**src/rtl/gsb_pkg.sv**
```systemverilog
package gsb_pkg;
    localparam int ADDR_W    = 32;
    localparam int DATA_W    = 32;
    localparam int BE_W      = DATA_W / 8;
    localparam int OFS_W     = $clog2(BE_W);
    localparam int DEF_DEPTH = 8;

    typedef logic [ADDR_W-1:0] addr_t;
    typedef logic [DATA_W-1:0] data_t;
    typedef logic [BE_W-1:0]   be_t;

    typedef struct packed {
        addr_t addr;
        data_t data;
        be_t   be;
    } store_t;

    // word-level address equality, byte offset ignored
    function automatic logic same_word(addr_t a, addr_t b);
        return a[ADDR_W-1:OFS_W] == b[ADDR_W-1:OFS_W];
    endfunction

    function automatic logic full_cover(be_t be);
        return &be;
    endfunction
endpackage

```
**src/rtl/gsb_queue.sv**
```systemverilog
module gsb_queue
    import gsb_pkg::*;
#(
    parameter int DEPTH = DEF_DEPTH
) (
    input  logic             clk,
    input  logic             rst,
    input  logic             in_valid,
    output logic             in_ready,
    input  store_t           in_item,
    input  logic             do_commit,
    input  logic             do_rollback,
    input  logic             drain_fire,
    output logic             drain_avail,
    output store_t           age_ent [DEPTH],
    output logic [DEPTH-1:0] age_vld
);
    localparam int PW = (DEPTH > 1) ? $clog2(DEPTH) : 1;
    localparam int CW = $clog2(DEPTH + 1);

    typedef logic [PW-1:0] ptr_t;
    typedef logic [CW-1:0] cnt_t;

    if ((1 << PW) != DEPTH) begin : g_depth_check
        $error("gsb_queue: DEPTH must be a power of two");
    end

    store_t slot_q [DEPTH];
    ptr_t   head_q, tail_q, head_n, tail_n;
    cnt_t   count_q, ccount_q, count_n, ccount_n;
    logic   push, pop, rb_eff;

    assign in_ready    = (count_q != cnt_t'(DEPTH));
    assign push        = in_valid && in_ready;
    assign drain_avail = (ccount_q != '0);
    assign pop         = drain_fire && drain_avail;
    // commit has priority over rollback
    assign rb_eff      = do_rollback && !do_commit;

    // Confirmed entries always form the oldest run starting at head,
    // so the boundary is a count rather than a bit per slot.
    always_comb begin
        head_n = head_q + ptr_t'(pop);
        if (rb_eff) begin
            tail_n  = head_q + ptr_t'(ccount_q);
            count_n = ccount_q - cnt_t'(pop);
        end else begin
            tail_n  = tail_q + ptr_t'(push);
            count_n = count_q + cnt_t'(push) - cnt_t'(pop);
        end
        ccount_n = (do_commit ? count_q : ccount_q) - cnt_t'(pop);
    end

    always_ff @(posedge clk) begin
        if (rst) begin
            head_q   <= '0;
            tail_q   <= '0;
            count_q  <= '0;
            ccount_q <= '0;
        end else begin
            head_q   <= head_n;
            tail_q   <= tail_n;
            count_q  <= count_n;
            ccount_q <= ccount_n;
        end
    end

    always_ff @(posedge clk) begin
        if (push && !rb_eff) begin
            slot_q[tail_q] <= in_item;
        end
    end

    // present entries oldest first
    for (genvar i = 0; i < DEPTH; i++) begin : g_age
        assign age_ent[i] = slot_q[ptr_t'(head_q + ptr_t'(i))];
        assign age_vld[i] = (cnt_t'(i) < count_q);
    end

    assert_count_bound_R6: assert property (@(posedge clk) disable iff (rst)
        count_q <= cnt_t'(DEPTH));

    assert_confirmed_subset_R2: assert property (@(posedge clk) disable iff (rst)
        ccount_q <= count_q);

    assert_commit_covers_R3: assert property (@(posedge clk) disable iff (rst)
        do_commit |=> (count_q - ccount_q) == cnt_t'($past(push)));

    assert_rollback_clears_R4: assert property (@(posedge clk) disable iff (rst)
        (do_rollback && !do_commit) |=> (count_q == ccount_q));

    assert_slot_freed_R9: assert property (@(posedge clk) disable iff (rst)
        (!in_ready && drain_fire && drain_avail) |=> in_ready);
endmodule

```
**src/rtl/gsb_forward.sv**
```systemverilog
module gsb_forward
    import gsb_pkg::*;
#(
    parameter int DEPTH = DEF_DEPTH
) (
    input  store_t           ent [DEPTH],
    input  logic [DEPTH-1:0] vld,
    input  addr_t            probe,
    output logic             hit,
    output data_t            data
);
    logic   found;
    store_t pick;

    // later (younger) matches override earlier ones
    always_comb begin
        found = 1'b0;
        pick  = '0;
        for (int i = 0; i < DEPTH; i++) begin
            if (vld[i] && same_word(ent[i].addr, probe)) begin
                found = 1'b1;
                pick  = ent[i];
            end
        end
        hit  = found && full_cover(pick.be);
        data = hit ? pick.data : '0;
    end
endmodule

```
**src/rtl/gated_store_buffer.sv**
```systemverilog
module gated_store_buffer
    import gsb_pkg::*;
#(
    parameter int DEPTH = DEF_DEPTH
) (
    input  logic              clk,
    input  logic              rst,
    input  logic              st_valid,
    output logic              st_ready,
    input  logic [ADDR_W-1:0] st_addr,
    input  logic [DATA_W-1:0] st_data,
    input  logic [BE_W-1:0]   st_be,
    input  logic              cmd_commit,
    input  logic              cmd_rollback,
    input  logic [ADDR_W-1:0] ld_addr,
    output logic              ld_hit,
    output logic [DATA_W-1:0] ld_data,
    output logic              mem_valid,
    input  logic              mem_ready,
    output logic [ADDR_W-1:0] mem_addr,
    output logic [DATA_W-1:0] mem_data,
    output logic [BE_W-1:0]   mem_be,
    output logic              full
);
    store_t           in_item;
    store_t           age_ent [DEPTH];
    logic [DEPTH-1:0] age_vld;
    logic             drain_avail;

    assign in_item = '{addr: st_addr, data: st_data, be: st_be};

    gsb_queue #(.DEPTH(DEPTH)) queue_i (
        .clk         (clk),
        .rst         (rst),
        .in_valid    (st_valid),
        .in_ready    (st_ready),
        .in_item     (in_item),
        .do_commit   (cmd_commit),
        .do_rollback (cmd_rollback),
        .drain_fire  (mem_ready),
        .drain_avail (drain_avail),
        .age_ent     (age_ent),
        .age_vld     (age_vld)
    );

    gsb_forward #(.DEPTH(DEPTH)) fwd_i (
        .ent   (age_ent),
        .vld   (age_vld),
        .probe (ld_addr),
        .hit   (ld_hit),
        .data  (ld_data)
    );

    assign mem_valid = drain_avail;
    assign mem_addr  = age_ent[0].addr;
    assign mem_data  = age_ent[0].data;
    assign mem_be    = age_ent[0].be;
    assign full      = !st_ready;

    assert_drain_hold_R5: assert property (@(posedge clk) disable iff (rst)
        (mem_valid && !mem_ready) |=> (mem_valid && $stable(mem_addr)
                                       && $stable(mem_data) && $stable(mem_be)));
endmodule

```
**config.mk**
```make
export PLATFORM = sky130hd
export DESIGN_NAME = gated_store_buffer
export DESIGN_NICKNAME = d
export VERILOG_FILES = /design/src/rtl/gsb_pkg.sv /design/src/rtl/gsb_queue.sv /design/src/rtl/gsb_forward.sv /design/src/rtl/gated_store_buffer.sv
export SDC_FILE = /design/constraint.sdc
export NUM_CORES = 2
export LEC_CHECK = 0
export BUFFER_PORTS_ARGS = -buffer_cell sky130_fd_sc_hd__buf_2
export CORE_MARGIN = 2
export CORE_UTILIZATION = 40
export CTS_CLUSTER_SIZE = 10
export DETAILED_ROUTE_END_ITERATION = 10
export HOLD_SLACK_MARGIN = 0.15
export PLACE_DENSITY_LB_ADDON = 0.12
export SYNTH_ARGS = -nofsm -noshare
export SYNTH_HDL_FRONTEND = slang
export SYNTH_SLANG_ARGS = --single-unit
```
**constraint.sdc**
```tcl
create_clock -name clk -period 10.32 [get_ports clk]
set_input_delay 2.064 -clock clk [delete_from_list [all_inputs] [get_ports clk]]
set_output_delay 2.064 -clock clk [all_outputs]
set_load 0.02 [all_outputs]
```
==> run_results.csv <==
group,metric,value,unit
clock_network,cts_resized,0,
floorplanning,die_y,329.1,um
critical_path,critPathLaunchType,"flop",
yosys,synth_cell_types,80,
power_and_ir_drop,p_leak,14.67,nW
worst_hold_path,hp-class,"flop to flop",
yosys,syn_area,0.04229,mm^2
clock_network,ctsHoldBuffers,0,
sta,relSlewSlack,0.2689,
power_and_ir_drop,power.share.combinational,0.501,
worst_hold_path,hold_path_end,"queue_i.count_q[3]$_SDFF_PP0_",
job,cap_viol_max_count,0,
yosys,postSynthAreaPerCell,13.90,um^2
sta,setup_viol,0,
layout,layout-drive-gt1-share,0.3338,
drt,wire_per_inst,32.88,um
placement,gp_congestion,0.9552,
drt,vias,30150,
grt,antenna_found_initial,14,
clock_network,h-tree-depth,3,
drt,via_per_inst,6.619,
critical_path,rrSetupSlack,6360,ps
floorplanning,die_w,329.1,um
sta,worst_pin_slew,1069,ps
power_and_ir_drop,pwr-share-seq,0.279,
yosys,ys_dominant_reg_cell,"edfxtp_1",
grt,grt_pass1_wl,214300,um
sta,period_share,0.9405,
drt,dr.pass1.iters,5,
drt,drt_iter0_drc,3096,
floorplanning,die_area,0.1083,mm^2
power_and_ir_drop,power_switching,3.907,mW
sta,clock.fmax,103.0,MHz
grt,gr-total-overflow,0,
critical_path,cp_data_required_time,8260,ps
clock_network,clock-sinks,558,
sta,finalHoldViolations,0,
grt,grt_max_degree,132,
yosys,ys_seq_elements,558,
layout,fin_nets,3253,
critical_path,worstPathArrival,7640,ps
floorplanning,core_area,0.1051,mm^2
yosys,synth_edf_count,544,
sta,fin_setup_tns,0,ps
clock_network,clk_root_buffer_cell,"clkbuf_16",
yosys,async_reset_ff_frac,0,
yosys,yosysWarnings,0,
worst_hold_path,hp-start,"queue_i.ccount_q[3]$_SDFF_PP0_",
status,status,"finished, final reports clean",
sta,final_max_slew_viol_count,0,
critical_path,end_kind,"output pin",
floorplanning,ios,210,
power_and_ir_drop,power,9.941,mW
critical_path,rr_worst_depth,7,
critical_path,critPathMaxFanout,62,
clock_network,cts_tree,"built",
power_and_ir_drop,powerDensity,213.8,mW/mm^2
placement,io_buffers,207,
critical_path,worstReg2RegStart,"queue_i.count_q[1]$_SDFF_PP0_",
yosys,ys_seq_area_frac,0.3929,
power_and_ir_drop,internal_power,6.034,mW
critical_path,rr_endpoint,"queue_i.slot_q[2][24]$_DFFE_PP_",
placement,dp_hpwl,101400,um
critical_path,crit_type,"flop to output pin",
clock_network,numCtsBuffers,70,
yosys,synth_fp_nets,3169,
clock_network,path_clk_slew,60,ps
drt,routed_wl,149800,um
yosys,synth_cells,3043,
drt,ant_nets,0,
clock_network,cts_buffer_depth,3,
sta,clock_skew,18.99,ps
floorplanning,initial_utilization,0.4023,
drt,drc,0,
power_and_ir_drop,vdd_drop_max,0.1436,mV
floorplanning,rows,119,
grt,grt_pass1_vias,30272,
clock_network,clock_latency,650,ps
power_and_ir_drop,p_clk_frac,0.220,
sta,finalCriticalPeriod,9706,ps
worst_hold_path,hold_depth,2,
layout,area_growth,9.936,%
power_and_ir_drop,sw_frac_of_total,0.3930,
grt,gr-usage-all-layers,0.2729,
sta,rsz0062_at_grt,"no",
clock_network,post_cts_buffers,0,
-- critical path, stage by stage, from the launching register on --
cell      delay, ps
dfxtp_4         780
inv_1           200
ha_4            930
buf_4           830
mux2_2          470
mux2i_1         260
o221a_2         230
a31oi_1         140
a211oi_2        750
or3b_1          500
o21ai_4         140
buf_4           590
nor2_1          100
o311ai_0        470
a22oi_2         150
buf_2           220
-- synthesized netlist by cell type, types with 6 or more instances --
cell type | number | share of area
a21oi_1 | 55 | 0.0065
o311ai_0 | 15 | 0.0031
ha_1 | 18 | 0.0053
nand3_1 | 57 | 0.0067
xor2_1 | 46 | 0.0095
clkinv_1 | 8 | 0.00071
nand2b_1 | 10 | 0.0015
clkbuf_1 | 99 | 0.0088
o2111ai_1 | 11 | 0.0023
xnor2_1 | 217 | 0.045
nor3_1 | 14 | 0.0017
inv_1 | 25 | 0.0022
a22oi_2 | 29 | 0.0086
mux2_2 | 79 | 0.021
a2111oi_0 | 7 | 0.0014
o311ai_1 | 17 | 0.0035
o21bai_1 | 32 | 0.0057
and2_1 | 9 | 0.0013
o22ai_1 | 38 | 0.0056
nor2_1 | 90 | 0.0080
o211ai_1 | 7 | 0.0012
o21ai_0 | 63 | 0.0075
mux4_2 | 525 | 0.28
buf_4 | 25 | 0.0044
buf_2 | 85 | 0.010
or3b_1 | 29 | 0.0060
a31oi_1 | 10 | 0.0015
mux2i_1 | 346 | 0.082
nand2_1 | 285 | 0.025
dfxtp_1 | 14 | 0.0066
buf_1 | 48 | 0.0043
a211oi_1 | 7 | 0.0012
nor2b_1 | 6 | 0.00089
nand4_1 | 40 | 0.0059
edfxtp_1 | 544 | 0.39
a22oi_1 | 7 | 0.0012
nor4_1 | 21 | 0.0031
buf_6 | 19 | 0.0051
-- placed cells by master, fill, tap and decap left out, types with 55 or more instances in the layout --
cell type,count
nor2_1,84
o21ai_0,63
mux2_2,79
xnor2_1,214
clkbuf_16,71
mux4_2,525
buf_2,207
buf_4,80
nand3_1,56
mux2i_1,346
a21oi_1,55
nand2_1,284
edfxtp_1,544
-- cells by family (layout without fill, tap and decap cells) --
family                   Yosys count  after routing  synth area share
buffers and inverters            316            434           0.03719
AO/OA/AOI/OAI                    345            345           0.05986
flip-flops                       558            558            0.3929
multiplexers                     950            950            0.3825
XOR/XNOR                         265            265           0.05524
other                              0              3                 0
adder cells (fa/ha/maj)           20             20          0.006273
AND/OR/NAND/NOR                  589            589           0.06595
-- sequential cells by signal, summed over array words and instances, names as in the netlist --
register	count
queue_i.ccount_q	4
queue_i.count_q	4
queue_i.head_q	3
queue_i.slot_q	544
queue_i.tail_q	3
-- metal layers --
metal | routed length [um] | GRT usage
met1 | 57620 | 0.3419
met5 | 85 | 0
met2 | 74910 | 0.4673
met3 | 10330 | 0.04306
met4 | 6825 | 0.1213
-- power groups by stage --
stage	clock network (mW)	registers, mW	logic [mW]
6_report	2.19	2.77	4.98
5_1_grt	2.33	2.79	5.26
4_1_cts	2.25	2.77	4.97
3_5_place_dp	0	2.81	4.95
3_3_place_gp	0	2.80	4.90
2_1_floorplan	0	2.77	3.65
-- through the flow --
step	hold slack (ps)	util	instance area (um^2)	worst slack, ps	std cells
2_1_floorplan	562.5	-	42290	2175	3043
3_3_place_gp	619.6	0.4232	44490	1419	4446
3_5_place_dp	594.0	0.4232	44490	1352	4446
4_1_cts	622.8	0.4422	46480	656.9	4552
5_1_grt	677.3	0.4422	46490	388.0	4554
6_report	625.3	0.4422	46490	614.1	4555
-- layout make-up --
class | instances | area, um^2
fillers | 9521 | 58630
multi-input cells | 2169 | 24260
flip-flops and latches | 558 | 16630
clock buffers | 82 | 1818
well taps | 1391 | 1740
repair buffers | 291 | 1717
clock inverters | 24 | 172.7
inverters | 37 | 141.4
diodes | 3 | 7.507
-- worst max-delay path by stage --
stage,startpoint,endpoint,slack (ps),cells past startpoint
final,queue_i.head_q[0]$_SDFF_PP0_,ld_data[4],610,15
after global routing,queue_i.head_q[0]$_SDFF_PP0_,ld_data[0],390,17
after CTS,queue_i.head_q[0]$_SDFF_PP0_,ld_data[0],660,17
after detailed placement,queue_i.head_q[0]$_SDFF_PP0_,ld_data[4],1350,15
after global placement,queue_i.head_q[0]$_SDFF_PP0_,ld_data[0],1420,17
after floorplan,cmd_commit,queue_i.slot_q[0][0]$_DFFE_PP_,2170,5
(Power assumes the default switching activity.)
